[src/rtl/chop_pkg.sv]
package chop_pkg;
   typedef enum logic [1:0] {
      ST_IDLE  = 2'd0,
      ST_BLANK = 2'd1,
      ST_ARMED = 2'd2,
      ST_OFF   = 2'd3
   } chop_st_e;
endpackage

[src/rtl/chop_timer.sv]
module chop_timer #(
   parameter int CW  = 6,
   parameter int MAX = 40
) (
   input  logic          clk,
   input  logic          rst_n,
   input  logic          clr_i,
   output logic [CW-1:0] cnt_o
);
   localparam logic [CW-1:0] CNT_MAX = CW'(MAX);

   logic [CW-1:0] cnt_q;

   always_ff @(posedge clk or negedge rst_n) begin
      if (!rst_n)              cnt_q <= '0;
      else if (clr_i)          cnt_q <= '0;
      else if (cnt_q != CNT_MAX) cnt_q <= cnt_q + 1'b1;
   end

   assign cnt_o = cnt_q;

   // the counter saturates and never runs past its limit
   p_cnt_bound_r2: assert property (@(posedge clk) disable iff (!rst_n)
      cnt_q <= CNT_MAX);

   // a clear always restarts the count from zero
   p_clr_zero_r5: assert property (@(posedge clk) disable iff (!rst_n)
      clr_i |=> (cnt_q == '0));
endmodule

[src/rtl/chop_fsm.sv]
module chop_fsm
   import chop_pkg::*;
#(
   parameter int CW        = 6,
   parameter int BLANK_CYC = 8,
   parameter int OFF_CYC   = 32
) (
   input  logic          clk,
   input  logic          rst_n,
   input  logic          drive_en_i,
   input  logic          trip_i,
   input  logic          ctl_en_i,
   input  logic [CW-1:0] cnt_i,
   output logic          clr_o,
   output logic          in_off_o
);
   localparam logic [CW-1:0] BLANK_LAST = CW'(BLANK_CYC - 1);
   localparam logic [CW-1:0] OFF_LAST   = CW'(OFF_CYC - 1);

   chop_st_e st_q, st_d;

   always_comb begin
      st_d = st_q;
      if (!drive_en_i) begin
         st_d = ST_IDLE;
      end else begin
         unique case (st_q)
            ST_IDLE:  st_d = ST_BLANK;
            ST_BLANK: if (cnt_i == BLANK_LAST) st_d = ST_ARMED;
            ST_ARMED: if (ctl_en_i && trip_i) st_d = ST_OFF;
            ST_OFF:   if (!ctl_en_i || cnt_i == OFF_LAST) st_d = ST_BLANK;
            default:  st_d = ST_IDLE;
         endcase
      end
   end

   always_ff @(posedge clk or negedge rst_n) begin
      if (!rst_n) st_q <= ST_IDLE;
      else        st_q <= st_d;
   end

   assign clr_o    = (st_d != st_q);
   assign in_off_o = (st_q == ST_OFF);

   // a low drive enable always lands the machine in idle
   p_drive_abort_r7: assert property (@(posedge clk) disable iff (!rst_n)
      !drive_en_i |=> (st_q == ST_IDLE));

   // with control disabled no off-time can begin
   p_ctl_block_r6: assert property (@(posedge clk) disable iff (!rst_n)
      (!ctl_en_i && st_q != ST_OFF) |=> (st_q != ST_OFF));

   // every off-time entry is caused by an accepted trip
   p_trip_cause_r2: assert property (@(posedge clk) disable iff (!rst_n)
      (st_q == ST_OFF && $past(st_q) != ST_OFF) |-> ($past(trip_i) && $past(ctl_en_i)));

   // an off-time is never entered straight from blanking
   p_blank_guard_r4: assert property (@(posedge clk) disable iff (!rst_n)
      (st_q == ST_BLANK) |=> (st_q != ST_OFF));
endmodule

[src/rtl/chop_decay.sv]
module chop_decay #(
   parameter int CW       = 6,
   parameter int FAST_CYC = 5,
   parameter bit HIZ_EN   = 1'b1
) (
   input  logic          clk,
   input  logic          rst_n,
   input  logic          in_off_i,
   input  logic [CW-1:0] cnt_i,
   input  logic          zero_i,
   output logic          fast_o,
   output logic          hiz_o
);
   generate
      if (FAST_CYC == 0) begin : g_slow_only
         assign fast_o = 1'b0;
      end else begin : g_mixed
         localparam logic [CW-1:0] FAST_LIM = CW'(FAST_CYC);
         assign fast_o = in_off_i && (cnt_i < FAST_LIM);
      end

      if (HIZ_EN) begin : g_hiz
         assign hiz_o = fast_o && zero_i;
      end else begin : g_no_hiz
         assign hiz_o = 1'b0;
      end
   endgenerate

   // once slow decay starts, fast decay does not return within the off-time
   p_fast_lead_r3: assert property (@(posedge clk) disable iff (!rst_n)
      (in_off_i && !fast_o) |=> !fast_o);

   // fast decay only inside an off-time
   p_fast_in_off_r3: assert property (@(posedge clk) disable iff (!rst_n)
      fast_o |-> in_off_i);
endmodule

[src/rtl/chop_offtime.sv]
module chop_offtime #(
   parameter int BLANK_CYC = 8,
   parameter int OFF_CYC   = 32,
   parameter int FAST_NUM  = 18,
   parameter int FAST_DEN  = 100,
   parameter bit HIZ_EN    = 1'b1
) (
   input  logic clk,
   input  logic rst_n,
   input  logic drive_en_i,
   input  logic trip_i,
   input  logic ctl_en_i,
   input  logic zero_i,
   output logic chop_o,
   output logic fast_o,
   output logic hiz_o
);
   localparam int FAST_CYC = (OFF_CYC * FAST_NUM) / FAST_DEN;
   localparam int CNT_MAX  = (OFF_CYC > BLANK_CYC) ? OFF_CYC : BLANK_CYC;
   localparam int CW       = $clog2(CNT_MAX + 1);

   generate
      if (BLANK_CYC < 1) begin : g_bad_blank
         $error("BLANK_CYC must be at least 1");
      end
      if (OFF_CYC < 2) begin : g_bad_off
         $error("OFF_CYC must be at least 2");
      end
      if (FAST_DEN < 1 || FAST_NUM < 0 || FAST_NUM > FAST_DEN) begin : g_bad_frac
         $error("fast-decay fraction must lie in [0,1]");
      end
   endgenerate

   logic [CW-1:0] cnt;
   logic          clr;
   logic          in_off;

   chop_timer #(.CW(CW), .MAX(CNT_MAX)) u_timer (
      .clk   (clk),
      .rst_n (rst_n),
      .clr_i (clr),
      .cnt_o (cnt)
   );

   chop_fsm #(.CW(CW), .BLANK_CYC(BLANK_CYC), .OFF_CYC(OFF_CYC)) u_fsm (
      .clk        (clk),
      .rst_n      (rst_n),
      .drive_en_i (drive_en_i),
      .trip_i     (trip_i),
      .ctl_en_i   (ctl_en_i),
      .cnt_i      (cnt),
      .clr_o      (clr),
      .in_off_o   (in_off)
   );

   chop_decay #(.CW(CW), .FAST_CYC(FAST_CYC), .HIZ_EN(HIZ_EN)) u_decay (
      .clk      (clk),
      .rst_n    (rst_n),
      .in_off_i (in_off),
      .cnt_i    (cnt),
      .zero_i   (zero_i),
      .fast_o   (fast_o),
      .hiz_o    (hiz_o)
   );

   assign chop_o = in_off;

   generate
      if (FAST_CYC > 0) begin : g_first_fast
         // every off-time opens in fast decay
         p_first_fast_r3: assert property (@(posedge clk) disable iff (!rst_n)
            $rose(chop_o) |-> fast_o);
      end
   endgenerate

   // a dropped drive enable clears chopping on the next edge
   p_no_chop_idle_r7: assert property (@(posedge clk) disable iff (!rst_n)
      !drive_en_i |=> !chop_o);
endmodule

[config.mk]
export PLATFORM = sky130hd
export DESIGN_NAME = chop_offtime
export DESIGN_NICKNAME = d
export VERILOG_FILES = /design/src/rtl/chop_pkg.sv /design/src/rtl/chop_timer.sv /design/src/rtl/chop_fsm.sv /design/src/rtl/chop_decay.sv /design/src/rtl/chop_offtime.sv
export SDC_FILE = /design/constraint.sdc
export NUM_CORES = 1
export LEC_CHECK = 0
export CAP_MARGIN = 5
export CELL_PAD_IN_SITES_DETAIL_PLACEMENT = 1
export CELL_PAD_IN_SITES_GLOBAL_PLACEMENT = 1
export CORE_AREA = 2 2 39 41
export CTS_CLUSTER_SIZE = 40
export DETAILED_ROUTE_END_ITERATION = 6
export DIE_AREA = 0 0 41 43
export DONT_BUFFER_PORTS = 1
export PLACE_DENSITY_LB_ADDON = 0.1
export SLEW_MARGIN = 5
export SYNTH_ARGS = -nofsm -noshare
export SYNTH_HDL_FRONTEND = slang
export SYNTH_SLANG_ARGS = --single-unit
[constraint.sdc]
create_clock -name clk -period 2.3 [get_ports clk]
set_clock_uncertainty 0.2 [all_clocks]
set_input_delay 0.46 -clock clk [delete_from_list [all_inputs] [get_ports clk]]
set_output_delay 0.46 -clock clk [all_outputs]
set_load 0.02 [all_outputs]
==> results by stage <==
Placement:
- The weighted congestion at the end of routability-driven global placement is 0.654.
- The half-perimeter wire length of the detailed placement result is 895 µm.
- Prior to clock tree synthesis, the placed netlist has a worst setup slack of 0.405 ns.
- The post-detailed-placement cell area is 528 µm².
- The number of port buffers is 0.

Logic synthesis:
- In this run, distinct cell masters in the synthesized netlist total 21.
- The top cell type by total area after synthesis is sky130_fd_sc_hd__dfrtp_1.
- The total nets after synthesis is 61.
- By area the synthesized netlist is led by sky130_fd_sc_hd__dfrtp_1 39%, sky130_fd_sc_hd__ha_1 7.4%, sky130_fd_sc_hd__nor2_1 7.4%.
- The area of the mapped netlist is 508 µm².
- The share of synthesized area in the top cell type comes to 0.394.
- The warning count from the yosys run is 0.
- The average footprint of a synthesized cell is 9.77 µm².
- After synthesis the netlist holds a flip-flop and latch count of 8.
- Of the synthesized area, sequential elements account for 0.394.
- The synthesized instance count is 52.

Cells and area:
- For this run, the post-layout net count is 67.
- The library cell used most frequently in the layout, excluding fill and tap cells, is sky130_fd_sc_hd__nor2_1.
- The fraction of layout instances using a drive strength above 1 is 0.143.
- In the layout the commonest cells are 10 x sky130_fd_sc_hd__nor2_1, 8 x sky130_fd_sc_hd__dfrtp_1, 4 x sky130_fd_sc_hd__nand2_1, 4 x sky130_fd_sc_hd__nand3_1, 4 x sky130_fd_sc_hd__xor2_1.
- The repair_antennas step left the layout with diodes totalling 0.
- Relative to the synthesized area, the layout overhead comes to 10.3%.
- The layout has 178 filler cells.
- The final instance area is 561 µm².

Power and ir drop:
- The power consumption is 0.336 mW.
- The share of total power dissipated in combinational logic is 0.175.
- The switching portion of total power is 0.292.
- The switching component of the power is 0.0979 mW.
- The part of the total power dissipated in the clock network is 0.329.
- IR analysis of the VDD net gives a maximum drop of 0.238 mV.
- Summed over all cells, the static leakage comes to 0.258 nW.
- The part of the total power dissipated in sequential elements is 0.496.
- The power density over cell area is 599 mW/mm².
- The cell internal power dissipation is 0.238 mW.

Global route:
- Entering global routing, the biggest net connects 9 pins.
- The number of antenna violations at the first check in global routing is 0.
- The via count of the first global-routing pass was 411.
- The global-route wire length before repair is 1.97 mm.
- The total overflow left after global routing is 0.
- The overall track demand over capacity in global routing is 0.175.

STA:
- The setup slack of the critical path after layout is 0.130 ns.
- The summed negative setup slack over all endpoints is 0 ns.
- The hold slack is 0.151 ns.
- Setup repair after global routing left no endpoint under its margin.
- For this run, the top clock speed supported by timing is 461 MHz.
- The normalized max-slew margin is 0.739.
- Setup violations remaining at the end of the flow were counted as 0.
- At the pin with the least slew margin, the transition time is 0.390 ns.
- The final hold violation count is 0.
- The smallest clock period supported by the final layout is computed as 2.17 ns.
- The part of the cycle the worst path needs is 0.943.
- The final number of max-transition violations is 0.

Floorplan:
- The die boundary height is 43 µm.
- The standard-cell row count is 14.
- From left edge to right edge, the die measures 41 µm.
- The boundary pin count is 9.
- The region available for standard cell placement spans 0.00138 mm².
- The initial core utilization is 0.367.
- The floorplan step defined a die boundary enclosing 0.00176 mm².

Clock tree:
- The buffer cell driving the clock tree root is sky130_fd_sc_hd__clkbuf_4.
- The later pin in the worst-skew pair is clocked with a latency of 0.25 ns.
- The number of buffers inserted during clock tree synthesis is 3.
- TritonCTS built the clock tree.
- No sink is reached through more buffers than the 2 on the longest clock path.
- The post-CTS setup buffer count is 0.
- Counting every sink on the clock net gives 8.
- The clock transition at the registers of the reported paths is 0.06 ns.
- CTS built an H-tree with a depth of 1.

Route:
- The number of DRC violations after detailed routing is 0.
- The final antenna-violating net count is 0.
- The average wire per cell in the routed design is 15.7 µm.
- Wires add up to 1.13 mm.
- The total number of vias is 397.
- The total iterations of the first detailed-routing run is 1.
- The first routing iteration left 0 violations.
- The via density per instance is 5.51.

Setup path:
- Data on the critical path is required at its endpoint by 1.64 ns.
- The category of cells accounting for the largest share of critical-path delay is flip-flops.
- Traced cell by cell, the critical path runs through inv_2 -> nor2_1 -> o2111a_2 -> and2_1.
- The worst setup path category is reg2out.
- Data arrives at the worst endpoint at 1.51 ns.
- The highest cell delay on the worst timing path is 0.45 ns.
- The critical-path maximum fanout is 6.
- The startpoint type of the worst setup path is a flop.
- The largest individual stage delay along the critical path comes from the cell sky130_fd_sc_hd__dfrtp_1.
- The number of buffer and inverter instances along the worst setup path is 1.
- The critical path capture point type is a primary output.

Run:
- Across the run, the number of max-cap violations was 0.

Run status:
- The flow ran to the end, and the final reports show no timing, DRC or antenna violations.

Worst hold path:
- The min-delay analysis places its worst path in the category in2reg.
## metrics by stage
step,util,cells
after floorplan,-,52
after global placement,0.382,68
after detailed placement,0.382,68
after CTS,0.405,72
after global routing,0.405,72
final,0.405,72
## cell usage after synthesis
library cell,n
sky130_fd_sc_hd__nor2_2,1
sky130_fd_sc_hd__a21boi_1,1
sky130_fd_sc_hd__nand2_1,4
sky130_fd_sc_hd__inv_1,3
sky130_fd_sc_hd__o2111a_2,1
sky130_fd_sc_hd__nand3_1,4
sky130_fd_sc_hd__and2_1,2
sky130_fd_sc_hd__xnor2_1,2
sky130_fd_sc_hd__and3_1,1
sky130_fd_sc_hd__o221ai_1,1
sky130_fd_sc_hd__mux2i_1,1
sky130_fd_sc_hd__inv_2,1
sky130_fd_sc_hd__ha_1,3
sky130_fd_sc_hd__dfrtp_1,8
sky130_fd_sc_hd__o32a_4,1
sky130_fd_sc_hd__nor2_1,10
sky130_fd_sc_hd__o21ai_0,1
sky130_fd_sc_hd__xor2_1,4
sky130_fd_sc_hd__nor4b_4,1
sky130_fd_sc_hd__nand4b_1,1
sky130_fd_sc_hd__nand4_1,1
## cell type report
type	instances	area, µm²	share of cell area
multi-input combinational	40	293	0.522
clock buffer	3	22.5	0.0402
sequential	8	200	0.357
tap	16	20.0	0.0357
timing repair buffer	1	10.0	0.0179
inverter	4	15.0	0.0268
## logic make-up (layout without fill, tap and decap cells)
logic type,Yosys count,in the layout,share of synthesized area
AO/OA/AOI/OAI,5,5,0.111
XOR/XNOR,6,6,0.103
adder cells (fa/ha/maj),3,3,0.0739
buffers and inverters,4,8,0.0295
flip-flops,8,8,0.394
multiplexers,1,1,0.0197
AND/OR/NAND/NOR,25,25,0.268
## power groups by stage
stage / Clock (mW) / Sequential [mW] / Combinational [mW]
after floorplan: 0 / 0.165 / 0.0446
after global placement: 0 / 0.169 / 0.0517
after detailed placement: 0 / 0.169 / 0.0556
after CTS: 0.114 / 0.167 / 0.0603
after global routing: 0.127 / 0.169 / 0.0693
final: 0.110 / 0.167 / 0.0586
## metal layers
metal  wire, µm  GRT usage  vias up
li1           -          -      186
met1        455      0.197      196
met2        596      0.278       10
met3         61     0.0628        5
met4         18     0.0800        0
met5          0          0        -
## worst reg2reg max path, stage by stage (launching register included)
cell,delay [ns]
sky130_fd_sc_hd__dfrtp_1,0.41
sky130_fd_sc_hd__ha_1,0.25
sky130_fd_sc_hd__nand2_1,0.17
sky130_fd_sc_hd__o221ai_1,0.19
sky130_fd_sc_hd__o32a_4,0.29
sky130_fd_sc_hd__nor2_1,0.11
## flip-flops by register name, indices dropped and copies added, names as in the netlist
signal and cells:
u_timer.cnt_o 6, u_fsm.st_q 2
## path summary, 6_finish.rpt
path	from	endpoint	slack [ns]	cells past startpoint
max in group asynchronous	rst_n	u_timer.cnt_o[1]	1.26	1
setup / recovery	u_fsm.st_q[0]	hiz_o	0.13	4
setup reg to reg	u_timer.cnt_o[0]	u_timer.cnt_o[1]	0.60	5
hold / removal	drive_en_i	u_fsm.st_q[1]	0.15	1
min in group asynchronous	rst_n	u_fsm.st_q[1]	0.36	1
hold reg to reg	u_timer.cnt_o[1]	u_timer.cnt_o[1]	0.40	2
## timing repair
item | in CTS | in global routing
hold buffers | 1 | 0
gates resized for setup | 0 | 0
endpoints found under the hold margin | 8 | 0
No activity file was read; power rests on OpenSTA's default activity.
